File: src/rtl/pp_pkg.sv
package pp_pkg;
  typedef enum logic {
    PX_LONG  = 1'b0,
    PX_SHORT = 1'b1
  } px_mode_e;
endpackage

File: src/rtl/pp_event_bank.sv
module pp_event_bank #(
  parameter int NEV = 16,
  parameter int CW  = 6
) (
  input  logic                    clk,
  input  logic                    rst_n,
  input  logic [NEV-1:0]          ev,
  output logic [NEV-1:0][CW-1:0]  snap_o,
  output logic                    snap_stb_o
);
  localparam logic [CW-1:0] CMAX = '1;

  logic [CW-1:0] tick;
  logic          last;

  assign last = (tick == CMAX);

  always_ff @(posedge clk or negedge rst_n) begin
    if (!rst_n) begin
      tick       <= '0;
      snap_stb_o <= 1'b0;
    end else begin
      tick       <= tick + 1'b1;
      snap_stb_o <= last;
    end
  end

  for (genvar i = 0; i < NEV; i++) begin : g_ctr
    logic [CW-1:0] cnt_q;
    logic [CW-1:0] cnt_n;
    logic [CW-1:0] snap_q;

    // saturating increment
    assign cnt_n = (ev[i] && (cnt_q != CMAX)) ? cnt_q + 1'b1 : cnt_q;

    always_ff @(posedge clk or negedge rst_n) begin
      if (!rst_n) begin
        cnt_q  <= '0;
        snap_q <= '0;
      end else if (last) begin
        snap_q <= cnt_n;
        cnt_q  <= '0;
      end else begin
        cnt_q  <= cnt_n;
      end
    end

    assign snap_o[i] = snap_q;
  end
endmodule

File: src/rtl/pp_mac.sv
module pp_mac
  import pp_pkg::*;
#(
  parameter int NEV  = 16,
  parameter int CW   = 6,
  parameter int WW   = 8,
  parameter int SUMW = CW + WW + $clog2(NEV)
) (
  input  logic                    clk,
  input  logic                    rst_n,
  input  logic [NEV-1:0][CW-1:0]  snap,
  input  logic                    snap_stb,
  input  px_mode_e                mode,
  input  logic                    wr_en,
  input  logic [$clog2(NEV)-1:0]  wr_idx,
  input  logic [WW-1:0]           wr_data,
  output logic [SUMW-1:0]         res_o,
  output logic                    res_vld_o
);
  localparam int IW = $clog2(NEV);
  localparam logic [IW-1:0] LAST_LONG  = IW'(NEV - 1);
  localparam logic [IW-1:0] LAST_SHORT = IW'(NEV / 2 - 1);

  logic [NEV-1:0][WW-1:0] wt;
  logic                   busy;
  logic [IW-1:0]          idx;
  logic [SUMW-1:0]        acc;
  px_mode_e               mode_q;

  logic [IW-1:0]          sel;
  logic [IW-1:0]          last_idx;
  logic [CW+WW-1:0]       prod;
  logic [SUMW-1:0]        acc_n;

  // short mode walks the even-numbered counters only
  assign sel      = (mode_q == PX_SHORT) ? (idx << 1) : idx;
  assign last_idx = (mode_q == PX_SHORT) ? LAST_SHORT : LAST_LONG;
  assign prod     = snap[sel] * wt[sel];
  assign acc_n    = acc + SUMW'(prod);

  always_ff @(posedge clk or negedge rst_n) begin
    if (!rst_n) begin
      wt <= '0;
    end else if (wr_en) begin
      wt[wr_idx] <= wr_data;
    end
  end

  always_ff @(posedge clk or negedge rst_n) begin
    if (!rst_n) begin
      busy      <= 1'b0;
      idx       <= '0;
      acc       <= '0;
      mode_q    <= PX_LONG;
      res_o     <= '0;
      res_vld_o <= 1'b0;
    end else begin
      res_vld_o <= 1'b0;
      if (snap_stb) begin
        busy   <= 1'b1;
        idx    <= '0;
        acc    <= '0;
        mode_q <= mode;
      end else if (busy) begin
        acc <= acc_n;
        idx <= idx + 1'b1;
        if (idx == last_idx) begin
          busy      <= 1'b0;
          res_o     <= acc_n;
          res_vld_o <= 1'b1;
        end
      end
    end
  end
endmodule

File: src/rtl/pp_ser_tx.sv
module pp_ser_tx #(
  parameter int DW = 18
) (
  input  logic          clk,
  input  logic          rst_n,
  input  logic          load,
  input  logic [DW-1:0] data,
  output logic          line_o
);
  localparam int FW = DW + 1;
  localparam int LW = $clog2(FW + 1);

  logic [FW-1:0] shreg;
  logic [LW-1:0] left;

  // frame: one start bit, then DW data bits MSB first
  always_ff @(posedge clk or negedge rst_n) begin
    if (!rst_n) begin
      shreg <= '0;
      left  <= '0;
    end else if (load && (left == '0)) begin
      shreg <= {1'b1, data};
      left  <= LW'(FW);
    end else if (left != '0) begin
      shreg <= shreg << 1;
      left  <= left - 1'b1;
    end
  end

  assign line_o = (left != '0) && shreg[FW-1];
endmodule

File: src/rtl/pp_chip_rx.sv
module pp_chip_rx #(
  parameter int NC = 2,
  parameter int DW = 18,
  parameter int TW = 32
) (
  input  logic          clk,
  input  logic          rst_n,
  input  logic [NC-1:0] lines,
  output logic [TW-1:0] total_o,
  output logic          valid_o
);
  localparam int CNW = $clog2(DW);
  localparam int LV  = $clog2(NC);
  localparam int P   = 1 << LV;

  logic [NC-1:0] got;
  logic [TW-1:0] node [2*P-1];

  for (genvar c = 0; c < NC; c++) begin : g_rx
    logic           busy;
    logic [CNW-1:0] cnt;
    logic [DW-2:0]  sh;
    logic [DW-1:0]  val;
    logic           got_q;

    always_ff @(posedge clk or negedge rst_n) begin
      if (!rst_n) begin
        busy  <= 1'b0;
        cnt   <= '0;
        sh    <= '0;
        val   <= '0;
        got_q <= 1'b0;
      end else begin
        got_q <= 1'b0;
        if (!busy) begin
          if (lines[c]) begin
            busy <= 1'b1;
            cnt  <= '0;
          end
        end else begin
          sh  <= {sh[DW-3:0], lines[c]};
          cnt <= cnt + 1'b1;
          if (cnt == CNW'(DW - 1)) begin
            busy  <= 1'b0;
            val   <= {sh, lines[c]};
            got_q <= 1'b1;
          end
        end
      end
    end

    assign got[c]          = got_q;
    assign node[P - 1 + c] = TW'(val);
  end

  for (genvar k = NC; k < P; k++) begin : g_pad
    assign node[P - 1 + k] = '0;
  end

  for (genvar n = 0; n < P - 1; n++) begin : g_tree
    assign node[n] = node[2*n + 1] + node[2*n + 2];
  end

  always_ff @(posedge clk or negedge rst_n) begin
    if (!rst_n) begin
      total_o <= '0;
      valid_o <= 1'b0;
    end else begin
      valid_o <= |got;
      if (|got) total_o <= node[0];
    end
  end
endmodule

File: src/rtl/pp_power_proxy.sv
module pp_power_proxy
  import pp_pkg::*;
#(
  parameter int NCORES = 2,
  parameter int NEV    = 16,
  parameter int CW     = 6,
  parameter int WW     = 8,
  parameter int TW     = 32
) (
  input  logic                                     clk,
  input  logic                                     rst_n,
  input  logic [NCORES*NEV-1:0]                    ev_i,
  input  logic                                     mode_i,
  input  logic                                     wt_wr_i,
  input  logic [(NCORES > 1 ? $clog2(NCORES) : 1)-1:0] wt_core_i,
  input  logic [$clog2(NEV)-1:0]                   wt_idx_i,
  input  logic [WW-1:0]                            wt_data_i,
  output logic [TW-1:0]                            total_o,
  output logic                                     total_vld_o
);
  localparam int CIW  = (NCORES > 1) ? $clog2(NCORES) : 1;
  localparam int SUMW = CW + WW + $clog2(NEV);

  px_mode_e          mode;
  logic [NCORES-1:0] lines;

  assign mode = px_mode_e'(mode_i);

  for (genvar c = 0; c < NCORES; c++) begin : g_core
    logic [NEV-1:0][CW-1:0] snap;
    logic                   snap_stb;
    logic [SUMW-1:0]        res;
    logic                   res_vld;
    logic                   wr_hit;

    assign wr_hit = wt_wr_i && (wt_core_i == CIW'(c));

    pp_event_bank #(.NEV(NEV), .CW(CW)) u_bank (
      .clk        (clk),
      .rst_n      (rst_n),
      .ev         (ev_i[c*NEV +: NEV]),
      .snap_o     (snap),
      .snap_stb_o (snap_stb)
    );

    pp_mac #(.NEV(NEV), .CW(CW), .WW(WW), .SUMW(SUMW)) u_mac (
      .clk       (clk),
      .rst_n     (rst_n),
      .snap      (snap),
      .snap_stb  (snap_stb),
      .mode      (mode),
      .wr_en     (wr_hit),
      .wr_idx    (wt_idx_i),
      .wr_data   (wt_data_i),
      .res_o     (res),
      .res_vld_o (res_vld)
    );

    pp_ser_tx #(.DW(SUMW)) u_tx (
      .clk    (clk),
      .rst_n  (rst_n),
      .load   (res_vld),
      .data   (res),
      .line_o (lines[c])
    );
  end

  pp_chip_rx #(.NC(NCORES), .DW(SUMW), .TW(TW)) u_rx (
    .clk     (clk),
    .rst_n   (rst_n),
    .lines   (lines),
    .total_o (total_o),
    .valid_o (total_vld_o)
  );
endmodule

File: config.mk
export PLATFORM = sky130hd
export DESIGN_NAME = pp_power_proxy
export DESIGN_NICKNAME = d
export VERILOG_FILES = /design/src/rtl/pp_pkg.sv /design/src/rtl/pp_event_bank.sv /design/src/rtl/pp_mac.sv /design/src/rtl/pp_ser_tx.sv /design/src/rtl/pp_chip_rx.sv /design/src/rtl/pp_power_proxy.sv
export SDC_FILE = /design/constraint.sdc
export NUM_CORES = 2
export LEC_CHECK = 0
export ABC_AREA = 1
export BUFFER_PORTS_ARGS = -buffer_cell sky130_fd_sc_hd__buf_2
export CORE_ASPECT_RATIO = 0.7
export CORE_MARGIN = 5
export CORE_UTILIZATION = 40
export DETAILED_ROUTE_END_ITERATION = 12
export GPL_TIMING_DRIVEN = 0
export SYNTH_ARGS = -nofsm -noshare
export SYNTH_HDL_FRONTEND = slang
export SYNTH_SLANG_ARGS = --single-unit
File: constraint.sdc
create_clock -name clk -period 13.8 [get_ports clk]
set_clock_uncertainty 0.1 [all_clocks]
set_input_delay 0.69 -clock clk [delete_from_list [all_inputs] [get_ports clk]]
set_output_delay 0.69 -clock clk [all_outputs]
set_load 0.005 [all_outputs]
==> run metrics <==
Yosys top cell area share 0.484; worst hold path cell count 3; Max-slew headroom 0.170; Max FO, Critical Path 10; fmax 156 MHz; Num CTS Buffers 92; peak per-stage delay on the critical path between 0.7 and 0.8 ns; CP Capture Type flip-flop; total track usage 0.226; Worst Path Arrival 6.87 ns; overall power roughly 0.0086 W; largest net degree at the start of global routing 119; GRT overflow 0; first drt pass iteration count 6; H-tree depth 3; Cell variety after synth between 40 and 50; Leak between 20 and 30 nW; average wire per standard cell 18.7 um; Mapped Area roughly 46000 um^2; CTS sink cnt 892; Clock Tree Buf Depth 3; final net count 6083; CP required about 14 ns; CP max stage cell buf_1; min Tclk post-route 6.42 ns; violation count after the first detailed-routing iteration a little over 4000; Post-Place Setup Slack between 7 and 8 ns; YS warnings 0; worst reg2reg path depth 24; register area 22300 um^2; Resized cells post-CTS 0; Synth Register Bits 892; GP Congestion 0.982; Primary FF master, synth dfrtp_1; Post-Syn Instances 5656; Root Driver clkbuf_16; CTS tree done; Die Ht 294 um; Avg Synthesized Cell Area 8.16 um^2; layout cell share with drive strength beyond 1 0.0639; Final Max Slew Viols 0; initial antenna violation count 4; Setup crit start kind flip-flop; HPWL after detailed placement slightly above 100 mm; final hold violation count 0; # IOs 82; Top Metal Used met5; utilization after layout 0.451; hold buffer count at CTS 1; FP Rows approximately 100; Max VDD drop approximately 120 uV; number of fill cells in the layout 11400; Vias 38900; Vias/cell 5.21; final setup vio count 0; CP cell instances inv_2 -> nor2_2 -> buf_1 -> nor2_1 -> o21ai_1 -> nand3_1 -> nand3_1 -> nand2_1 -> nor2_1 -> fa_1 -> fa_1 -> fa_1 -> inv_1 -> fa_1 -> inv_1 -> ha_1 -> nand2_1 -> inv_1 -> a21oi_1 -> nand2_1 -> nand2_1 -> nand3b_1 -> nand3_1 -> o21ai_0; CP top delay family adder cells; Worst-Skew Late Latency 0.71 ns; total power per unit cell area 167 nW/um^2; Port Buffer Count 68; WP depth 24; Core ar. 115000 um^2; antenna-violating nets left 0; Die W 416 um; Layout area overhead 12.3%; CP Buf/Inv Count 5; ranking of synthesized cells by area dfrtp_1 48%, nand2_1 13%, o21ai_0 7.5%, nand3_1 4.6%, inv_1 4.2%; sequential area share after synthesis 0.484; Initial Util 0.402; first-pass GRT wire length 218 mm; WL met3 12.8 mm; total die area 122000 um^2; EDFF count, synth 0; clock-pin slew on the worst setup and hold paths 0.07 ns; worst setup margin 7.38 ns; Synth async-reset ratio 1.00; DR DRC count 0; status completed; area occupied by multi-input gates 20600 um^2; wl on met1 slightly above 70 mm; wire length on met2 52.9 mm; CP Class reg -> reg; slew at the pin closest to its max-slew limit 1.24 ns; cell taking the most area after synthesis dfrtp_1; max_cap viols 0; final wirelength 140 mm; final worst path period share 0.465; Post-CTS Setup Bufs 0; number of global-route vias before repair 36500; RSZ-0062 raised after global routing false; worst hold path type in -> reg
## area by class of cell
| type | count | share of cell area |
|---|---|---|
| multi-input cells | 3981 | 0.398 |
| repair buffers | 77 | 0.0112 |
| flip-flops and latches | 892 | 0.431 |
| inverters | 526 | 0.0381 |
| clock buffers | 138 | 0.0520 |
| diodes | 5 | 0.000242 |
| well taps | 1537 | 0.0371 |
| plain buffers | 269 | 0.0243 |
| clock inverters | 29 | 0.00768 |
## worst min-delay path: cells and delay by family
family / cells / cell delay (ns)
buf+inv: 1 / 0.16
simple gates: 1 / 0.07
compound gates: 1 / 0.06
## state kept, by name, indices dropped and copies added (netlist names)
signal / cells
u_rx.g_rx.val: 36
g_core.u_tx.shreg: 38
g_core.u_tx.left: 10
g_core.u_bank.g_ctr.snap_q: 192
g_core.u_mac.wt: 256
g_core.u_mac.idx: 8
g_core.u_mac.res_o: 36
g_core.u_bank.snap_stb_o: 2
g_core.u_mac.busy: 2
g_core.u_mac.res_vld_o: 2
u_rx.g_rx.got_q: 2
g_core.u_mac.acc: 36
u_rx.g_rx.cnt: 10
g_core.u_bank.tick: 12
g_core.u_mac.mode_q: 2
u_rx.valid_o: 1
u_rx.total_o: 19
g_core.u_bank.g_ctr.cnt_q: 192
u_rx.g_rx.busy: 2
u_rx.g_rx.sh: 34
## cells by family after synthesis
group	share of synthesized area
flops	0.484
fa+ha+maj	0.0647
simple gates	0.232
xor+xnor	0.0366
compound gates	0.110
other cells	0.0000813
mux	0.00304
buf+inv	0.0701
## synth_stat cells, drive strengths merged (12+ instances only)
cell type and instances:
nand2 1618, and2 21, nand4 13, mux2i 14, nand3 425, nor2 498
ha 122, o21ai 704, o211ai 93, a31oi 24, xnor2 70, o21bai 19
clkbuf 139, dfrtp 892, o22ai 12, fa 73, buf 130, inv 526
nor3 34, nand3b 21, a21oi 56, xor2 123
## path summary, 6_finish.rpt
kind / from / to / slack, ns
setup / recovery: g_core[0].u_mac.idx[0] / g_core[0].u_mac.acc[13] / 7.38
hold / removal: mode_i / g_core[1].u_mac.mode_q / 0.22
setup reg to reg: g_core[0].u_mac.idx[0] / g_core[0].u_mac.acc[13] / 7.38
hold reg to reg: g_core[0].u_bank.tick[0] / g_core[0].u_bank.tick[0] / 0.35
max in group asynchronous: rst_n / g_core[0].u_tx.shreg[18] / 10.69
min in group asynchronous: rst_n / g_core[1].u_bank.g_ctr[11].cnt_q[2] / 0.46
## power by group
part,internal (W),switching (W),total (W)
registers,0.00303,0.000322,0.00335
logic,0.000989,0.00170,0.00269
clock network,0.00146,0.00112,0.00258
## cell usage in the layout (no fill, tap or decap), types with 93 or more instances in the layout
cell type and count:
buf_2 155, clkbuf_1 162, dfrtp_1 892, ha_1 122, inv_1 512, nand2_1 1615, nand3_1 425, nor2_1 493
o211ai_1 93, o21ai_0 687, xor2_1 123
## per-stage QoR
| stage | cell area, um^2 | setup TNS [ns] | instances | hold WS, ns |
|---|---|---|---|---|
| floorplan | 46200 | 0 | 5668 | 0.294 |
| global placement | 48500 | -6955.99 | 7273 | 0.337 |
| detailed placement | 48700 | 0 | 7281 | 0.345 |
| CTS | 51800 | 0 | 7449 | 0.193 |
| global route | 51800 | 0 | 7451 | 0.226 |
| finish | 51800 | 0 | 7454 | 0.222 |
## layer usage
layer,GRT usage,vias up
li1,-,18500
met1,0.369,18900
met2,0.296,1323
met3,0.0541,164
met4,0.0490,2
met5,0.00847,-
Power figures use the tool's default switching activity.
